File: src/rtl/pbk_fmt_pkg.sv
package pbk_fmt_pkg;

   localparam int RATE_W = 16;

   typedef enum logic [2:0] {
      SF_U8    = 3'd0,
      SF_ULAW  = 3'd1,
      SF_S16LE = 3'd2,
      SF_ALAW  = 3'd3,
      SF_S16BE = 3'd4,
      SF_BAD   = 3'd7
   } samp_fmt_e;

   // Rate in Hz for crystal/index; 0 marks an empty slot.
   function automatic logic [RATE_W-1:0] rate_lookup(input logic xtal, input logic [2:0] idx);
      logic [RATE_W-1:0] r;
      case ({xtal, idx})
         4'h0: r = 16'd8000;
         4'h1: r = 16'd16000;
         4'h2: r = 16'd27420;
         4'h3: r = 16'd32000;
         4'h4: r = 16'd0;
         4'h5: r = 16'd0;
         4'h6: r = 16'd48000;
         4'h7: r = 16'd9000;
         4'h8: r = 16'd5510;
         4'h9: r = 16'd11025;
         4'hA: r = 16'd18900;
         4'hB: r = 16'd22050;
         4'hC: r = 16'd37800;
         4'hD: r = 16'd44100;
         4'hE: r = 16'd33075;
         default: r = 16'd6620;
      endcase
      return r;
   endfunction

endpackage

File: src/rtl/pbk_fmt_decode.sv
module pbk_fmt_decode
   import pbk_fmt_pkg::*;
(
   input  logic [7:0]        fmt_reg_i,
   input  logic              wide_mode_i,
   output logic [RATE_W-1:0] rate_hz_o,
   output logic              stereo_o,
   output samp_fmt_e         sample_fmt_o,
   output logic [1:0]        byte_shift_o,
   output logic              fmt_err_o
);
   logic       xtal;
   logic [2:0] idx;
   logic [2:0] code;
   logic       rate_bad;

   assign xtal     = fmt_reg_i[0];
   assign idx      = fmt_reg_i[3:1];
   assign stereo_o = fmt_reg_i[4];
   assign code     = {fmt_reg_i[7] & wide_mode_i, fmt_reg_i[6:5]};

   assign rate_hz_o = rate_lookup(xtal, idx);
   assign rate_bad  = ~xtal & (idx == 3'd4 || idx == 3'd5);

   always_comb begin
      case (code)
         3'd0:    sample_fmt_o = SF_U8;
         3'd1:    sample_fmt_o = SF_ULAW;
         3'd2:    sample_fmt_o = SF_S16LE;
         3'd3:    sample_fmt_o = SF_ALAW;
         3'd6:    sample_fmt_o = SF_S16BE;
         default: sample_fmt_o = SF_BAD;
      endcase
   end

   always_comb begin
      case (sample_fmt_o)
         SF_S16LE, SF_S16BE: byte_shift_o = stereo_o ? 2'd2 : 2'd1;
         SF_BAD:             byte_shift_o = 2'd0;
         default:            byte_shift_o = stereo_o ? 2'd1 : 2'd0;
      endcase
   end

   assign fmt_err_o = rate_bad | (sample_fmt_o == SF_BAD);


   always_comb begin
      if (!wide_mode_i) reject_needs_wide_chk: assert (sample_fmt_o != SF_BAD);
   end
endmodule

File: src/rtl/pbk_term_counter.sv
module pbk_term_counter #(
   parameter int BASE_W = 16,
   parameter int CNT_W  = 18
) (
   input  logic              clk,
   input  logic              rst_n,
   input  logic              start_i,
   input  logic              stb_i,
   input  logic              run_i,
   input  logic [BASE_W-1:0] base_i,
   input  logic [1:0]        shift_i,
   output logic              hit_o
);
   logic [CNT_W-1:0] cnt_q;
   logic [CNT_W-1:0] term;
   logic [CNT_W-1:0] cnt_inc;
   logic             adv;

   initial begin
      if (CNT_W < BASE_W + 2) $fatal(1, "counter too narrow for shifted base");
   end

   assign term    = CNT_W'(base_i) << shift_i;
   assign cnt_inc = cnt_q + 1'b1;
   assign adv     = stb_i & run_i & (term != '0) & ~start_i;
   assign hit_o   = adv & (cnt_inc == term);

   always_ff @(posedge clk or negedge rst_n) begin
      if (!rst_n)        cnt_q <= '0;
      else if (start_i)  cnt_q <= '0;
      else if (hit_o)    cnt_q <= '0;
      else if (adv)      cnt_q <= cnt_inc;
   end


   start_clears_chk: assert property (@(posedge clk) disable iff (!rst_n)
      start_i |=> cnt_q == '0);

   hit_rewinds_chk: assert property (@(posedge clk) disable iff (!rst_n)
      hit_o |=> cnt_q == '0);

   hold_when_idle_chk: assert property (@(posedge clk) disable iff (!rst_n)
      (!run_i && !start_i) |=> $stable(cnt_q));
endmodule

File: src/rtl/pbk_irq_flags.sv
module pbk_irq_flags #(
   parameter bit SET_WINS = 1'b1
) (
   input  logic clk,
   input  logic rst_n,
   input  logic hit_i,
   input  logic ack_i,
   input  logic wr_i,
   input  logic wr_pi_i,
   output logic int_o,
   output logic pi_o
);
   logic int_q, pi_q, int_d, pi_d;

   generate
      if (SET_WINS) begin : g_set_wins
         always_comb begin
            pi_d  = pi_q;
            int_d = int_q;
            if (wr_i) begin
               pi_d = wr_pi_i;
               if (pi_q && !wr_pi_i) int_d = 1'b0;
            end
            if (ack_i) begin
               pi_d  = 1'b0;
               int_d = 1'b0;
            end
            if (hit_i) begin
               pi_d  = 1'b1;
               int_d = 1'b1;
            end
         end
      end else begin : g_clear_wins
         always_comb begin
            pi_d  = pi_q | hit_i;
            int_d = int_q | hit_i;
            if (wr_i) begin
               pi_d = wr_pi_i;
               if ((pi_q || hit_i) && !wr_pi_i) int_d = 1'b0;
            end
            if (ack_i) begin
               pi_d  = 1'b0;
               int_d = 1'b0;
            end
         end
      end
   endgenerate

   always_ff @(posedge clk or negedge rst_n) begin
      if (!rst_n) begin
         int_q <= 1'b0;
         pi_q  <= 1'b0;
      end else begin
         int_q <= int_d;
         pi_q  <= pi_d;
      end
   end

   assign int_o = int_q;
   assign pi_o  = pi_q;


   int_implies_pi_chk: assert property (@(posedge clk) disable iff (!rst_n)
      int_q |-> pi_q);

   pi_fall_drops_int_chk: assert property (@(posedge clk) disable iff (!rst_n)
      $fell(pi_q) |-> !int_q);

   ack_clears_chk: assert property (@(posedge clk) disable iff (!rst_n)
      (ack_i && !hit_i) |=> (!int_q && !pi_q));
endmodule

File: src/rtl/pbk_fmt_irq.sv
module pbk_fmt_irq
   import pbk_fmt_pkg::*;
#(
   parameter int BASE_W       = 16,
   parameter int CNT_W        = 18,
   parameter bit HIT_SET_WINS = 1'b1
) (
   input  logic              clk,
   input  logic              rst_n,
   input  logic [7:0]        fmt_reg_i,
   input  logic              wide_mode_i,
   input  logic              play_en_i,
   input  logic              irq_en_i,
   input  logic [BASE_W/2-1:0] base_hi_i,
   input  logic [BASE_W/2-1:0] base_lo_i,
   input  logic              xfer_stb_i,
   input  logic              flag_wr_i,
   input  logic              flag_wr_pi_i,
   input  logic              ack_i,
   output logic [RATE_W-1:0] rate_hz_o,
   output logic              stereo_o,
   output logic [2:0]        sample_fmt_o,
   output logic [1:0]        byte_shift_o,
   output logic              fmt_err_o,
   output logic              dma_req_o,
   output logic              irq_o,
   output logic              int_flag_o,
   output logic              pi_flag_o
);
   localparam int HALF_W = BASE_W / 2;

   initial begin
      if (BASE_W % 2 != 0) $fatal(1, "base count width must be even");
   end

   samp_fmt_e   fmt_e;
   logic        pen_q, dma_q, start, hit;
   logic [BASE_W-1:0] base;

   pbk_fmt_decode u_dec (
      .fmt_reg_i   (fmt_reg_i),
      .wide_mode_i (wide_mode_i),
      .rate_hz_o   (rate_hz_o),
      .stereo_o    (stereo_o),
      .sample_fmt_o(fmt_e),
      .byte_shift_o(byte_shift_o),
      .fmt_err_o   (fmt_err_o)
   );
   assign sample_fmt_o = fmt_e;

   always_ff @(posedge clk or negedge rst_n) begin
      if (!rst_n) begin
         pen_q <= 1'b0;
         dma_q <= 1'b0;
      end else begin
         pen_q <= play_en_i;
         dma_q <= play_en_i & ~fmt_err_o;
      end
   end

   assign start     = play_en_i & ~pen_q;
   assign dma_req_o = dma_q;
   assign base      = {base_hi_i[HALF_W-1:0], base_lo_i[HALF_W-1:0]};

   pbk_term_counter #(.BASE_W(BASE_W), .CNT_W(CNT_W)) u_cnt (
      .clk    (clk),
      .rst_n  (rst_n),
      .start_i(start),
      .stb_i  (xfer_stb_i),
      .run_i  (irq_en_i & dma_q),
      .base_i (base),
      .shift_i(byte_shift_o),
      .hit_o  (hit)
   );

   pbk_irq_flags #(.SET_WINS(HIT_SET_WINS)) u_flags (
      .clk    (clk),
      .rst_n  (rst_n),
      .hit_i  (hit),
      .ack_i  (ack_i),
      .wr_i   (flag_wr_i),
      .wr_pi_i(flag_wr_pi_i),
      .int_o  (int_flag_o),
      .pi_o   (pi_flag_o)
   );

   assign irq_o = int_flag_o;


   err_drops_dma_chk: assert property (@(posedge clk) disable iff (!rst_n)
      fmt_err_o |=> !dma_req_o);

   dma_needs_enable_chk: assert property (@(posedge clk) disable iff (!rst_n)
      dma_req_o |-> $past(play_en_i));

   no_hit_without_dma_chk: assert property (@(posedge clk) disable iff (!rst_n)
      !dma_req_o |=> !$rose(int_flag_o));
endmodule

File: config.mk
export PLATFORM = sky130hd
export DESIGN_NAME = pbk_fmt_irq
export DESIGN_NICKNAME = d
export VERILOG_FILES = /design/src/rtl/pbk_fmt_pkg.sv /design/src/rtl/pbk_fmt_decode.sv /design/src/rtl/pbk_term_counter.sv /design/src/rtl/pbk_irq_flags.sv /design/src/rtl/pbk_fmt_irq.sv
export SDC_FILE = /design/constraint.sdc
export NUM_CORES = 1
export LEC_CHECK = 0
export CORE_MARGIN = 2
export CORE_UTILIZATION = 57
export CTS_CLUSTER_DIAMETER = 80
export CTS_CLUSTER_SIZE = 24
export DETAILED_ROUTE_END_ITERATION = 16
export PLACE_DENSITY = 0.95
export RECOVER_POWER = 50
export SYNTH_ARGS = -nofsm -noshare
export SYNTH_HDL_FRONTEND = slang
export SYNTH_SLANG_ARGS = --single-unit
File: constraint.sdc
create_clock -name clk -period 5.88 [get_ports clk]
set_input_delay 1.176 -clock clk [delete_from_list [all_inputs] [get_ports clk]]
set_output_delay 1.176 -clock clk [all_outputs]
set_load 0.01 [all_outputs]
==> reports/metrics.yaml <==
sta:
  fmax_mhz: 194
  setup_violations: 0
  rsz0062_at_grt: "false"
  tns_ns: 0
  final.period_utilization: 0.876
  worst_pin_slew_ns: 1.39
  skew_ns: 0.0109
  hold_viol: 0
  min_period_ns: 5.15
  hold-worst-slack_ns: 0.553
  maxSlewViolCount: 0
  slew_headroom: 0.0735
  final.setup.worst_slack_ns: 0.728
clocking:
  cts.sinks: 22
  cts_buffers: 3
  clk_latency_ns: 0.27
  h-tree-depth: 1
  cts.path.max_buffers: 2
  cts_root_buf: "clkbuf_8"
  cts_hold_buffers: 0
  clk_pin_slew_ns: 0.08
  cts_resized: 0
  post_cts_buffers: 0
  cts_tree: "built"
setup_path:
  startpoint_type: "primary input"
  crit_fanout: 33
  required_ns: 6.04
  worst_ep_arrival_time_ns: 5.31
  crit_type: "in2reg"
  endpoint_kind: "register"
die:
  initial_core_util: 0.587
  io_pins: 60
  die_area_um2: 5780
  die_h_um: 76.1
  num_rows: 26
  die_x_um: 76.1
  core_um2: 5040
drt:
  wirelength_um: 7970
  dr.pass1.iters: 5
  drc: 0
  dr.first_iter.drc_count: 330
  via_per_inst: 6.35
  vias: 3100
  wl_per_cell_um: 16.3
  antenna_left: 0
placed_design:
  place.gp.congestion: 0.938
  port_buffers: 59
  dp_hpwl_um: 5960
  dp_worst_setup_slack_ns: 0.774
synth:
  ys_warn_count: 0
  synthFlopType: "dfrtp_1"
  syn-cell-area_um2: 2960
  synth_top_area_cell: "dfrtp_1"
  ys_ff_latch: 22
  seq_area_frac_synth: 0.186
  synthArstFlopShare: 1.00
  synth.top_cell.area_share: 0.186
  synth_nets: 426
  synth_cell_type_count: 60
  synth-edff-count: 0
  synthTopCellsByArea: "dfrtp_1, xnor2_1, nand2_1"
  syn_avg_cell_area_um2: 7.75
  syn_inst: 382
finish:
  syn2layout_area_growth_pct: 19.8
  final_common_cell: "clkdlybuf4s50_1"
  layout_common_cells: "clkdlybuf4s50_1, nand2_1, nor2_1"
  antenna_cells: 0
  drive_gt1_frac: 0.0909
  fin_nets: 463
global_routing:
  antenna_found_initial: 0
  grt_pass1_wl_um: 13700
  track_usage: 0.276
  first_global_vias: 3015
  grt.overflow.total: 0
  grt_max_degree: 34
outcome:
  status: "completed"
power_and_ir_drop:
  p_int_w: 0.000336
  pwr-share-seq: 0.321
  total_power_w: 0.000488
  clkPwrFrac: 0.287
  p_switching_w: 0.000152
  powerDensity_nw_per_um2: 138
  ir_worst_vdd_mv: 0.0856
  switching_share: 0.311
  combPwrFrac: 0.393
  p_leak_nw: 1.46
hold_path:
  hold_path_class: "reg2reg"
run:
  maxCapViolCount: 0
## metrics by stage
stage	instance area [um2]	util	cells
2_1_floorplan	2960	-	382
3_3_place_gp	3480	0.690	484
3_5_place_dp	3480	0.690	484
4_1_cts	3550	0.704	488
5_1_grt	3550	0.703	488
6_report	3550	0.703	488
## path summary, 6_finish.rpt
check | startpoint | to | slack [ns] | cells past startpoint
worst min register to register | u_cnt.cnt_q[17] | u_cnt.cnt_q[17] | 0.55 | 1
worst min-delay path | u_cnt.cnt_q[17] | u_cnt.cnt_q[17] | 0.55 | 1
worst max register to register | u_cnt.cnt_q[0] | u_cnt.cnt_q[15] | 2.55 | 11
max in group asynchronous | rst_n | u_cnt.cnt_q[4] | 3.79 | 1
worst max-delay path | fmt_reg_i[4] | u_cnt.cnt_q[15] | 0.73 | 12
min in group asynchronous | rst_n | u_cnt.cnt_q[7] | 1.50 | 1
## synthesized netlist by cell type (all sizes together), types with 2 or more instances
library cell  number
nor4               8
ha                11
a221o              9
a21oi             13
nand2b             5
and3              10
or3                3
buf               20
and2               2
o21ai             15
mux2               6
xor2              10
nor2b              3
nand4              4
mux2i             10
o32a               2
nor3b              5
nor3              18
or3b               7
xnor2             19
a211oi            17
nand3             15
or2                3
nor2              28
o31ai              9
clkbuf            12
and3b              5
o211ai             3
and4               2
a31oi              9
nand2             38
dfrtp             22
inv               16
o221a              4
a21o               5
## flip-flops by register name, summed over array words and instances (netlist names)
| register | cells |
|---|---|
| dma_req_o | 1 |
| pen_q | 1 |
| u_cnt.cnt_q | 18 |
| u_flags.int_o | 1 |
| u_flags.pi_o | 1 |
## cell families after synthesis
logic type	synth area share
AOI/OAI and AO/OA	0.242
xor gates and xnor gates	0.0858
buffers and inverters	0.0879
muxes	0.0567
DFF	0.186
and+or+nand+nor	0.295
adders and majority gates	0.0465
## routing by layer
metal / part of all wire / vias to the layer above / wire, um / track usage
met5: 0 / - / 0 / 0
met1: 0.42 / 1435 / 3330 / 0.349
met2: 0.49 / 147 / 3890 / 0.493
li1: - / 1487 / - / -
met4: 0.024 / 0 / 194 / 0.0636
met3: 0.069 / 31 / 553 / 0.0462
## layout make-up
cell class | count | area (um2)
multi-input combinational | 311 | 2150
fill | 398 | 1500
timing repair buffer | 64 | 624
sequential | 22 | 551
tap | 70 | 87.6
inverter | 17 | 63.8
clock buffer | 3 | 41.3
clock inverter | 1 | 30.0
## power groups by stage
stage / clock [W] / sequential [W] / combinational, W
after floorplan: 0 / 0.000159 / 0.000118
after global placement: 0 / 0.000159 / 0.000187
final: 0.000140 / 0.000157 / 0.000192
after global routing: 0.000148 / 0.000157 / 0.000208
after CTS: 0.000141 / 0.000157 / 0.000192
after detailed placement: 0 / 0.000160 / 0.000190
## worst max-delay path, stage by stage
cell and delay (ns):
clkdlybuf4s50_1 0.47, clkbuf_1 1.02, nor2_1 0.23, mux2_2 0.34
a211oi_1 0.36, xor2_1 0.16, a2111oi_2 0.32, o211ai_1 0.18
nor4_4 0.43, buf_4 0.27, nor3_1 0.06, a221o_1 0.29
No activity file was read; power rests on OpenSTA's default activity.
